File: config.mk
export PLATFORM = sky130hd
export DESIGN_NAME = pause_flow_ctrl
export DESIGN_NICKNAME = d
export VERILOG_FILES = /design/src/rtl/pause_fc_pkg.sv /design/src/rtl/pause_hold_timer.sv /design/src/rtl/pause_tx_gate.sv /design/src/rtl/pause_send_ctrl.sv /design/src/rtl/pause_flow_ctrl.sv
export SDC_FILE = /design/constraint.sdc
export NUM_CORES = 1
export LEC_CHECK = 0
export BUFFER_PORTS_ARGS = -buffer_cell sky130_fd_sc_hd__buf_2
export CORE_UTILIZATION = 50
export CTS_CLUSTER_DIAMETER = 80
export CTS_CLUSTER_SIZE = 8
export DETAILED_ROUTE_END_ITERATION = 16
export PLACE_DENSITY = 0.75
export SLEW_MARGIN = 10
export SYNTH_ARGS = -nofsm -noshare
export SYNTH_HDL_FRONTEND = slang
export SYNTH_SLANG_ARGS = --single-unit
File: constraint.sdc
create_clock -name clk -period 2.93 [get_ports clk]
set_clock_uncertainty 0.15 [all_clocks]
set_input_delay 0.293 -clock clk [delete_from_list [all_inputs] [get_ports clk]]
set_output_delay 0.293 -clock clk [all_outputs]
set_load 0.02 [all_outputs]
File: src/rtl/pause_fc_pkg.sv
package pause_fc_pkg;
  typedef enum logic [1:0] {
    SND_IDLE   = 2'd0,
    SND_ON     = 2'd1,
    SND_PAUSED = 2'd2,
    SND_OFF    = 2'd3
  } snd_state_e;
endpackage

File: src/rtl/pause_hold_timer.sv
module pause_hold_timer #(
  parameter int QUANTA_W = 16
) (
  input  logic                clk,
  input  logic                clr,
  input  logic                zero_en,
  input  logic                tick,
  input  logic                rx_valid,
  input  logic [QUANTA_W-1:0] rx_quanta,
  output logic [QUANTA_W-1:0] time_left,
  output logic                busy
);
  localparam logic [QUANTA_W-1:0] ZERO_Q = '0;

  logic [QUANTA_W-1:0] cnt_q;
  logic                load;

  // A zero-quanta frame only counts when the enable is set; then it cancels.
  assign load = rx_valid && ((rx_quanta != ZERO_Q) || zero_en);

  always_ff @(posedge clk) begin
    if (clr) begin
      cnt_q <= ZERO_Q;
    end else if (load) begin
      cnt_q <= rx_quanta;
    end else if (tick && (cnt_q != ZERO_Q)) begin
      cnt_q <= cnt_q - 1'b1;
    end
  end

  assign time_left = cnt_q;
  assign busy      = (cnt_q != ZERO_Q);

  a_r1_load: assert property (@(posedge clk) disable iff (clr)
    (rx_valid && rx_quanta != ZERO_Q) |=> (cnt_q == $past(rx_quanta)));

  a_r3_ignore_zero: assert property (@(posedge clk) disable iff (clr)
    (rx_valid && rx_quanta == ZERO_Q && !zero_en && !tick) |=> $stable(cnt_q));

  a_r4_cancel: assert property (@(posedge clk) disable iff (clr)
    (rx_valid && rx_quanta == ZERO_Q && zero_en) |=> (cnt_q == ZERO_Q));

  a_r2_step: assert property (@(posedge clk) disable iff (clr)
    (!rx_valid && tick && cnt_q != ZERO_Q) |=> (cnt_q == $past(cnt_q) - 1'b1));
endmodule

File: src/rtl/pause_tx_gate.sv
module pause_tx_gate (
  input  logic clk,
  input  logic clr,
  input  logic busy,
  input  logic frame_active,
  output logic tx_hold
);
  logic hold_q;

  // Rises only between frames; stays up for the rest of the hold.
  always_ff @(posedge clk) begin
    if (clr) begin
      hold_q <= 1'b0;
    end else begin
      hold_q <= busy && (hold_q || !frame_active);
    end
  end

  assign tx_hold = hold_q;

  a_r5_boundary: assert property (@(posedge clk) disable iff (clr)
    $rose(hold_q) |-> $past(!frame_active));

  a_r2_release: assert property (@(posedge clk) disable iff (clr)
    !busy |=> !hold_q);
endmodule

File: src/rtl/pause_send_ctrl.sv
module pause_send_ctrl
  import pause_fc_pkg::*;
#(
  parameter int QUANTA_W = 16,
  parameter int LVL_W    = 8
) (
  input  logic                clk,
  input  logic                clr,
  input  logic                zero_en,
  input  logic                tick,
  input  logic [LVL_W-1:0]    level,
  input  logic [LVL_W-1:0]    threshold,
  input  logic [QUANTA_W-1:0] cfg_quanta,
  input  logic                ack,
  output logic                req,
  output logic [QUANTA_W-1:0] req_quanta
);
  localparam logic [QUANTA_W-1:0] ZERO_Q = '0;

  snd_state_e          state_q;
  logic                req_q;
  logic [QUANTA_W-1:0] req_quanta_q;
  logic [QUANTA_W-1:0] peer_cnt_q;
  logic                above;

  assign above = (level >= threshold);

  always_ff @(posedge clk) begin
    if (clr) begin
      state_q      <= SND_IDLE;
      req_q        <= 1'b0;
      req_quanta_q <= ZERO_Q;
      peer_cnt_q   <= ZERO_Q;
    end else begin
      case (state_q)
        SND_IDLE: begin
          if (above) begin
            req_q        <= 1'b1;
            req_quanta_q <= cfg_quanta;
            state_q      <= SND_ON;
          end
        end
        SND_ON: begin
          if (ack) begin
            req_q      <= 1'b0;
            peer_cnt_q <= req_quanta_q;
            state_q    <= SND_PAUSED;
          end
        end
        SND_PAUSED: begin
          if (peer_cnt_q == ZERO_Q) begin
            state_q <= SND_IDLE;
          end else if (zero_en && !above) begin
            req_q        <= 1'b1;
            req_quanta_q <= ZERO_Q;
            state_q      <= SND_OFF;
          end else if (tick) begin
            peer_cnt_q <= peer_cnt_q - 1'b1;
          end
        end
        default: begin
          if (ack) begin
            req_q      <= 1'b0;
            peer_cnt_q <= ZERO_Q;
            state_q    <= SND_IDLE;
          end
        end
      endcase
    end
  end

  assign req        = req_q;
  assign req_quanta = req_quanta_q;

  a_r7_req_stable: assert property (@(posedge clk) disable iff (clr)
    (req_q && !ack) |=> (req_q && $stable(req_quanta_q)));

  a_r7_ack_drop: assert property (@(posedge clk) disable iff (clr)
    (req_q && ack) |=> !req_q);

  a_r8_zero_needs_en: assert property (@(posedge clk) disable iff (clr)
    (state_q == SND_OFF && $past(state_q) == SND_PAUSED) |-> $past(zero_en));

  a_r6_below_quiet: assert property (@(posedge clk) disable iff (clr)
    (state_q == SND_IDLE && !above) |=> !req_q);
endmodule

File: src/rtl/pause_flow_ctrl.sv
module pause_flow_ctrl #(
  parameter int QUANTA_W = 16,
  parameter int LVL_W    = 8
) (
  input  logic                clk,
  input  logic                rst,
  input  logic                soft_rst,
  input  logic                zero_pause_en,
  input  logic [LVL_W-1:0]    fifo_threshold,
  input  logic [QUANTA_W-1:0] send_quanta,
  input  logic                quanta_tick,
  input  logic                rx_pause_valid,
  input  logic [QUANTA_W-1:0] rx_pause_quanta,
  input  logic [LVL_W-1:0]    rx_fifo_level,
  input  logic                tx_frame_active,
  output logic                tx_hold,
  output logic [QUANTA_W-1:0] hold_time_left,
  output logic                pause_send_req,
  output logic [QUANTA_W-1:0] pause_send_quanta,
  input  logic                pause_send_ack
);
  logic clr;
  logic hold_busy;

  assign clr = rst || soft_rst;

  pause_hold_timer #(.QUANTA_W(QUANTA_W)) u_hold (
    .clk       (clk),
    .clr       (clr),
    .zero_en   (zero_pause_en),
    .tick      (quanta_tick),
    .rx_valid  (rx_pause_valid),
    .rx_quanta (rx_pause_quanta),
    .time_left (hold_time_left),
    .busy      (hold_busy)
  );

  pause_tx_gate u_gate (
    .clk          (clk),
    .clr          (clr),
    .busy         (hold_busy),
    .frame_active (tx_frame_active),
    .tx_hold      (tx_hold)
  );

  pause_send_ctrl #(.QUANTA_W(QUANTA_W), .LVL_W(LVL_W)) u_send (
    .clk        (clk),
    .clr        (clr),
    .zero_en    (zero_pause_en),
    .tick       (quanta_tick),
    .level      (rx_fifo_level),
    .threshold  (fifo_threshold),
    .cfg_quanta (send_quanta),
    .ack        (pause_send_ack),
    .req        (pause_send_req),
    .req_quanta (pause_send_quanta)
  );

  a_r10_clear: assert property (@(posedge clk)
    clr |=> (!tx_hold && !pause_send_req && hold_time_left == '0));
endmodule

==> results.md, run 1 <==
* Period utilisation layout at 0.817
* Root cell of the clock tree: clkbuf_8
* Clk sinks at 52
* Distinct cells, synth at 58
* CP required at between 2000 and 3000 ps
* Area of the multi-input gates at 1970 um^2
* Syn Area/Cell at ~8 um^2
* Critical path's slowest cell: nor4b_1
* CP Launch Type: flop
* Crit path buffers/inverters at 2
* Initial Util at 0.527
* Clk Latency, worst-skew pair at 310 ps
* Drt via density at around 6
* Hold slack at 75.0 ps
* Wirelength, routed at slightly above 8000 um
* Largest net degree at the start of global routing at 34
* Fmax at between 0.4 and 0.5 GHz
* CP delay by family, top: simple AND/OR/NAND/NOR gates
* Dpl cell area at around 3700 um^2
* PwrDens at 445 nW/um^2
* Hold Crit Class: in -> reg
* Net Sw Frac at 0.297
* Worst path max stage delay at 380 ps
* # diodes at 0
* Die area at about 6700 um^2
* Critical Path AT at 2450 ps
* Die Y at 81.7 um
* Detail Route Antenna Nets at 0
* Top Ports at 90
* Cell Chain, Critical Path: inv_1 -> ha_1 -> nor4b_1 -> nand4_1 -> and3_4 -> a21oi_4 -> buf_4 -> nor2_1 -> o221a_1
* RSZ-0062 raised after global routing: no
* Initial antenna violation count at 0
* Most common flop cell mapped by yosys: dfxtp_1
* Synth Register Bits at 52
* DP Wirelength at 6080 um
* Initial DRC count at 177
* Endpoints failing setup at 0
* Cts-stage hold buffer count at 0
* Max VDD drop at 335 uV
* Logic gate share of total power at 0.234
* TritonCTS Buffers at 5
* CTS Buffer Depth at 2
* Layout cells sized above 1 at 0.271
* Cts repair resizes at 0
* Layout Area Growth over Synthesis at 20.7%
* Leakage power at 1.66 nW
* Syn nets at 461
* Total number of vias at 3253
* Total GRT Usage at 0.260
* Global-route wire length before repair at about 14000 um
* Min cycle time layout at 2390 ps
* Post-synth EDFFs at 0
* Fill count at 555
* DR DRC count at 0
* Final slew viol count at 0
* Fin util at 0.636
* Slew @ Worst Pin at roughly 570 ps
* Post-CTS Setup Bufs at 0
* Grt ovf at 0
* CTS tree: done
* Synthesis Warnings at 0
* Final layout net count at 542
* Fraction of power consumed by sequential logic at 0.449
* Slew margin rel. at 0.617
* Crit Path Category: reg -> reg
* Post-Syn Instances at 390
* Core area at 6030 um^2
* Worst-path maximum fanout at 24
* WL per Instance at 15.0 um
* Worst setup EP type: flop
* Gpl congestion at approximately 0.89
* Status: finished, final reports clean
* Max Cap Viol at 0
* Post-synthesis sequential area ratio at 0.328
* Reg clk slew, reported paths at 90 ps
* Synthesized area at 3170 um^2
* Reg area at 1040 um^2
* Setup TNS at 0 ps
* Internal power at ~0.0012 W
* First-pass detailed-route iteration total at 5
* Die W at 81.7 um
* Hold Vio Cnt, Final at 0
* Fraction of registers with async set/reset at 0
* P_sw at 0.000506 W
* Num rows at 28
* IO Port Bufs at 89
* H-tree Lvls at 2
* Vias in the first global route at 2933
* Clk network pwr share at 0.318
* Final Cell Area at 3830 um^2
[metrics by stage]
step / setup slack [ps] / total power, W / instances
finish: 537 / 0.00170 / 547
floorplan: 691 / 0.00105 / 390
global placement: 476 / 0.00117 / 539
CTS: 527 / 0.00171 / 547
global route: 322 / 0.00179 / 547
detailed placement: 406 / 0.00117 / 539
[power by group through the flow]
stage,clock [W],combinational (W),sequential [W]
after detailed placement,0,0.000395,0.000780
after CTS,0.000547,0.000397,0.000763
after global routing,0.000577,0.000441,0.000768
after floorplan,0,0.000245,0.000802
after global placement,0,0.000388,0.000778
final,0.000541,0.000398,0.000764
[worst min-delay path: cells and delay by family]
kind | cells | cell delay (ps)
AND/OR/NAND/NOR | 1 | 70
buffers and inverters | 1 | 70
AO/OA/AOI/OAI | 1 | 70
[registers in the layout, summed over array words and instances (netlist names)]
signal / flops
u_gate.tx_hold: 1
u_hold.time_left: 16
u_send.peer_cnt_q: 16
u_send.req: 1
u_send.req_quanta: 16
u_send.state_q: 2
[cells by family (layout without fill, tap and decap cells)]
| kind of cell | after synthesis | after routing | synth area share |
|---|---|---|---|
| AND/OR/NAND/NOR | 143 | 143 | 0.245 |
| adder cells (fa/ha/maj) | 15 | 15 | 0.0591 |
| XOR/XNOR | 21 | 21 | 0.0580 |
| buffers and inverters | 43 | 125 | 0.0564 |
| flip-flops | 52 | 52 | 0.328 |
| AO/OA/AOI/OAI | 116 | 116 | 0.253 |
[synth_stat cells, types with 2 or more instances]
library cell | n | area share
and3_1 | 2 | 0.0039
nor4b_1 | 2 | 0.0055
o21ai_0 | 15 | 0.024
o41ai_1 | 2 | 0.0055
a31o_2 | 2 | 0.0055
o211a_1 | 2 | 0.0063
buf_2 | 2 | 0.0032
a22oi_1 | 10 | 0.024
a31o_1 | 5 | 0.014
nor3_1 | 17 | 0.027
or2_2 | 2 | 0.0039
clkbuf_1 | 18 | 0.021
a21oi_4 | 2 | 0.010
o31ai_1 | 6 | 0.014
xor2_1 | 6 | 0.017
nor4_2 | 2 | 0.0079
ha_1 | 15 | 0.059
nor3_2 | 2 | 0.0063
or4_1 | 4 | 0.0095
dfxtp_1 | 52 | 0.33
inv_1 | 18 | 0.021
a32oi_1 | 2 | 0.0055
nand3_1 | 10 | 0.016
a21oi_1 | 28 | 0.044
a22o_1 | 2 | 0.0055
a211oi_2 | 2 | 0.0079
nand2_1 | 31 | 0.037
a211oi_1 | 3 | 0.0071
nand4_1 | 22 | 0.043
o21ai_1 | 19 | 0.030
a21o_1 | 4 | 0.0095
nand2b_1 | 3 | 0.0059
nor2_1 | 25 | 0.030
a31oi_1 | 2 | 0.0039
buf_4 | 4 | 0.0095
nor4_1 | 11 | 0.022
xnor2_1 | 15 | 0.041
[final timing paths]
path | start | end | slack [ps] | cells after the start
max reg2reg | u_send.peer_cnt_q[0] | u_send.peer_cnt_q[10] | 540 | 9
min reg2reg | u_send.req_quanta[3] | u_send.req_quanta[3] | 330 | 2
max | u_send.peer_cnt_q[0] | u_send.peer_cnt_q[10] | 540 | 9
min | send_quanta[0] | u_send.req_quanta[0] | 80 | 3
[per-layer routing]
layer | routed length [um] | vias up | global-route usage
met5 | 0 | - | 0
met1 | 3590 | 1518 | 0.335
li1 | - | 1603 | -
met3 | 532 | 12 | 0.0456
met4 | 104 | 0 | 0.0719
met2 | 4000 | 120 | 0.445
[placed cells by master, fill, tap and decap left out, types with 5 or more instances in the layout]
cell type	n
buf_2	89
dfxtp_1	52
nand2_1	31
a21oi_1	28
nor2_1	24
nand4_1	22
o21ai_1	19
inv_1	18
nor3_1	17
o21ai_0	15
xnor2_1	15
ha_1	15
nor4_1	11
nand3_1	10
a22oi_1	10
buf_4	9
clkbuf_8	7
xor2_1	6
o31ai_1	6
a31o_1	5
[layout make-up]
type | count | share of cell area
Timing Repair Buffer | 99 | 0.139
Clock buffer | 7 | 0.0252
Tap cell | 75 | 0.0245
Sequential cell | 52 | 0.272
Clock inverter | 1 | 0.00784
Inverter | 18 | 0.0176
Multi-Input combinational cell | 295 | 0.514
No activity file was read; power rests on OpenSTA's default activity.
==> run 2, diff against run 1 <==
- clock period: 2.93 -> 2.3 ns (I/O delays scaled with it)
==> results.md, run 2 (same netlist as run 1, synthesis figures left out) <==
* Status: finished, violations left
* Failing checks: negative hold slack
* Hold Path End: u_send.req_quanta[6]
* Fmax at 0.457 GHz
* HP Start: send_quanta[6]
* Top Ports at 90
* Worst-path maximum fanout at 24
* Core area at 6030 um^2
* WL per Instance at 15.0 um
* Final layout net count at 553
* Num rows at 28
* Drt via density at 5.91
* CTS Buffer Depth at 2
* Most frequent cells in the layout: 89 x buf_2, 50 x dfxtp_1, 31 x nand2_1, 28 x a21oi_1, 24 x nor2_1
* Clk network pwr share at 0.278
* Hold Vio Cnt, Final at 1
* Die area at around 6700 um^2
* Reg clk slew, reported paths at 110 ps
* Reg2Reg Depth at 7
* Dpl cell area at 3770 um^2
* RSZ-0062 raised after global routing: no
* Hold Crit Class: in -> reg
* Initial Util at 0.527
* DR DRC count at 0
* Most common cell after layout, fill and taps aside: buf_2
* P_sw at 0.000691 W
* H-tree Lvls at 2
* Final Cell Area at approximately 4000 um^2
* Layout cells sized above 1 at 0.300
* Grt ovf at 0
* Slew @ Worst Pin at 546 ps
* PwrDens at 525 nW/um^2
* Min cycle time layout at 2190 ps
* Initial DRC count at about 190
* Reg-to-Reg Start: u_send.peer_cnt_q[2]
* Largest net degree at the start of global routing at 34
* Max VDD drop at 333 uV
* Final slew viol count at 0
* Setup TNS at 0 ps
* Endpoints failing setup at 0
* TritonCTS Buffers at 5
* Net Sw Frac at 0.333
* Detail Route Antenna Nets at 0
* Initial antenna violation count at 0
* Vias in the first global route at 3038
* # diodes at 0
* Internal power at between 0.001 and 0.0015 W
* Clk sinks at 52
* IO Port Bufs at 89
* Max Cap Viol at 0
* Reg-to-Reg End: u_send.peer_cnt_q[10]
* Slew margin rel. at 0.633
* Period utilisation layout at 0.950
* Critical Path AT at 2260 ps
* Total GRT Usage at 0.267
* Global-route wire length before repair at 13900 um
* Crit Path Category: reg -> reg
* Die Y at 81.7 um
* Fraction of power consumed by sequential logic at 0.468
* Die W at 81.7 um
* CTS tree: done
* Leakage power at 1.73 nW
* CP Launch Type: flop
* Hold path cells at 3
* First-pass detailed-route iteration total at 6
* Worst setup EP type: flop
* Root cell of the clock tree: clkbuf_8
* Gpl congestion at 0.855
* Total number of vias at 3299
* Final Power at 0.00208 W
* R2R setup slack at 110 ps
* Layout Area Growth over Synthesis at 24.8%
* CP required at 2370 ps
* Wirelength, routed at 8360 um
* DP Wirelength at 6050 um
* Hold slack at -1.64 ps
* Clk Latency, worst-skew pair at 320 ps
* Logic gate share of total power at 0.253
run 2: cell count changes in the layout (fill, tap and decap cells not counted), moves of 2 or more:
cell,previous run,this run
inv_6,0,2
clkbuf_8,7,5
dfxtp_2,0,2
inv_1,18,16
dlygate4sd3_1,0,3
dfxtp_1,52,50
buf_4,9,16
run 2: through the flow:
stage	utilization	cells	setup slack, ps
3_3_place_gp	0.625	546	12.9
2_1_floorplan	-	390	124
3_5_place_dp	0.625	546	-49.0
6_report	0.657	558	114
5_1_grt	0.657	558	9.48
4_1_cts	0.648	557	5.13
run 2: final cells by class:
type                            count  area, um^2
Inverter                           18        70.1
Tap cell                           75        93.8
Clock inverter                      3        28.8
Sequential cell                    52        1040
Multi-Input combinational cell    295        2020
Timing Repair Buffer              110         636
Fill cell                         543        2060
Clock buffer                        5        68.8
run 2: what timing repair did:
item | 4_1_cts | 5_1_grt
pin swaps | 0 | 5
setup buffers | 0 | 1
hold buffers | 3 | 0
hold endpoints to repair | 3 | 0
endpoints found under the setup margin | 4 | 20
resized for setup | 1 | 12
run 2: routing by layer:
| metal | up-vias | GRT usage | wire [um] |
|---|---|---|---|
| met3 | 21 | 0.0422 | 470 |
| met1 | 1523 | 0.353 | 3890 |
| met5 | - | 0 | 0 |
| li1 | 1632 | - | - |
| met2 | 123 | 0.438 | 3810 |
| met4 | 0 | 0.0982 | 184 |
run 2: worst max-delay path: stages (launching register included):
cell	delay (ps)
dfxtp_1	380
nor3_1	490
nand4_1	190
and3_4	250
a21oi_4	170
buf_12	170
nor2_1	60
o221a_1	230
run 2: how the worst max path moves through the flow:
stage | from | cells after the start | slack, ps | to
after floorplan | fifo_threshold[3] | 9 | 120 | u_send.peer_cnt_q[8]
after global placement | fifo_threshold[1] | 10 | 10 | u_send.peer_cnt_q[10]
after detailed placement | fifo_threshold[4] | 10 | -50 | u_send.peer_cnt_q[12]
after CTS | u_send.peer_cnt_q[0] | 8 | 5 | u_send.peer_cnt_q[8]
after global routing | u_send.peer_cnt_q[5] | 6 | 9 | u_send.peer_cnt_q[14]
final | u_send.peer_cnt_q[2] | 7 | 110 | u_send.peer_cnt_q[10]
run 2: power groups by stage:
stage | sequential [W] | combinational (W) | clock, W
after CTS | 0.000972 | 0.000522 | 0.000588
after floorplan | 0.00102 | 0.000313 | 0
after global routing | 0.000979 | 0.000582 | 0.000624
after global placement | 0.000991 | 0.000506 | 0
final | 0.000974 | 0.000527 | 0.000579
after detailed placement | 0.000993 | 0.000515 | 0
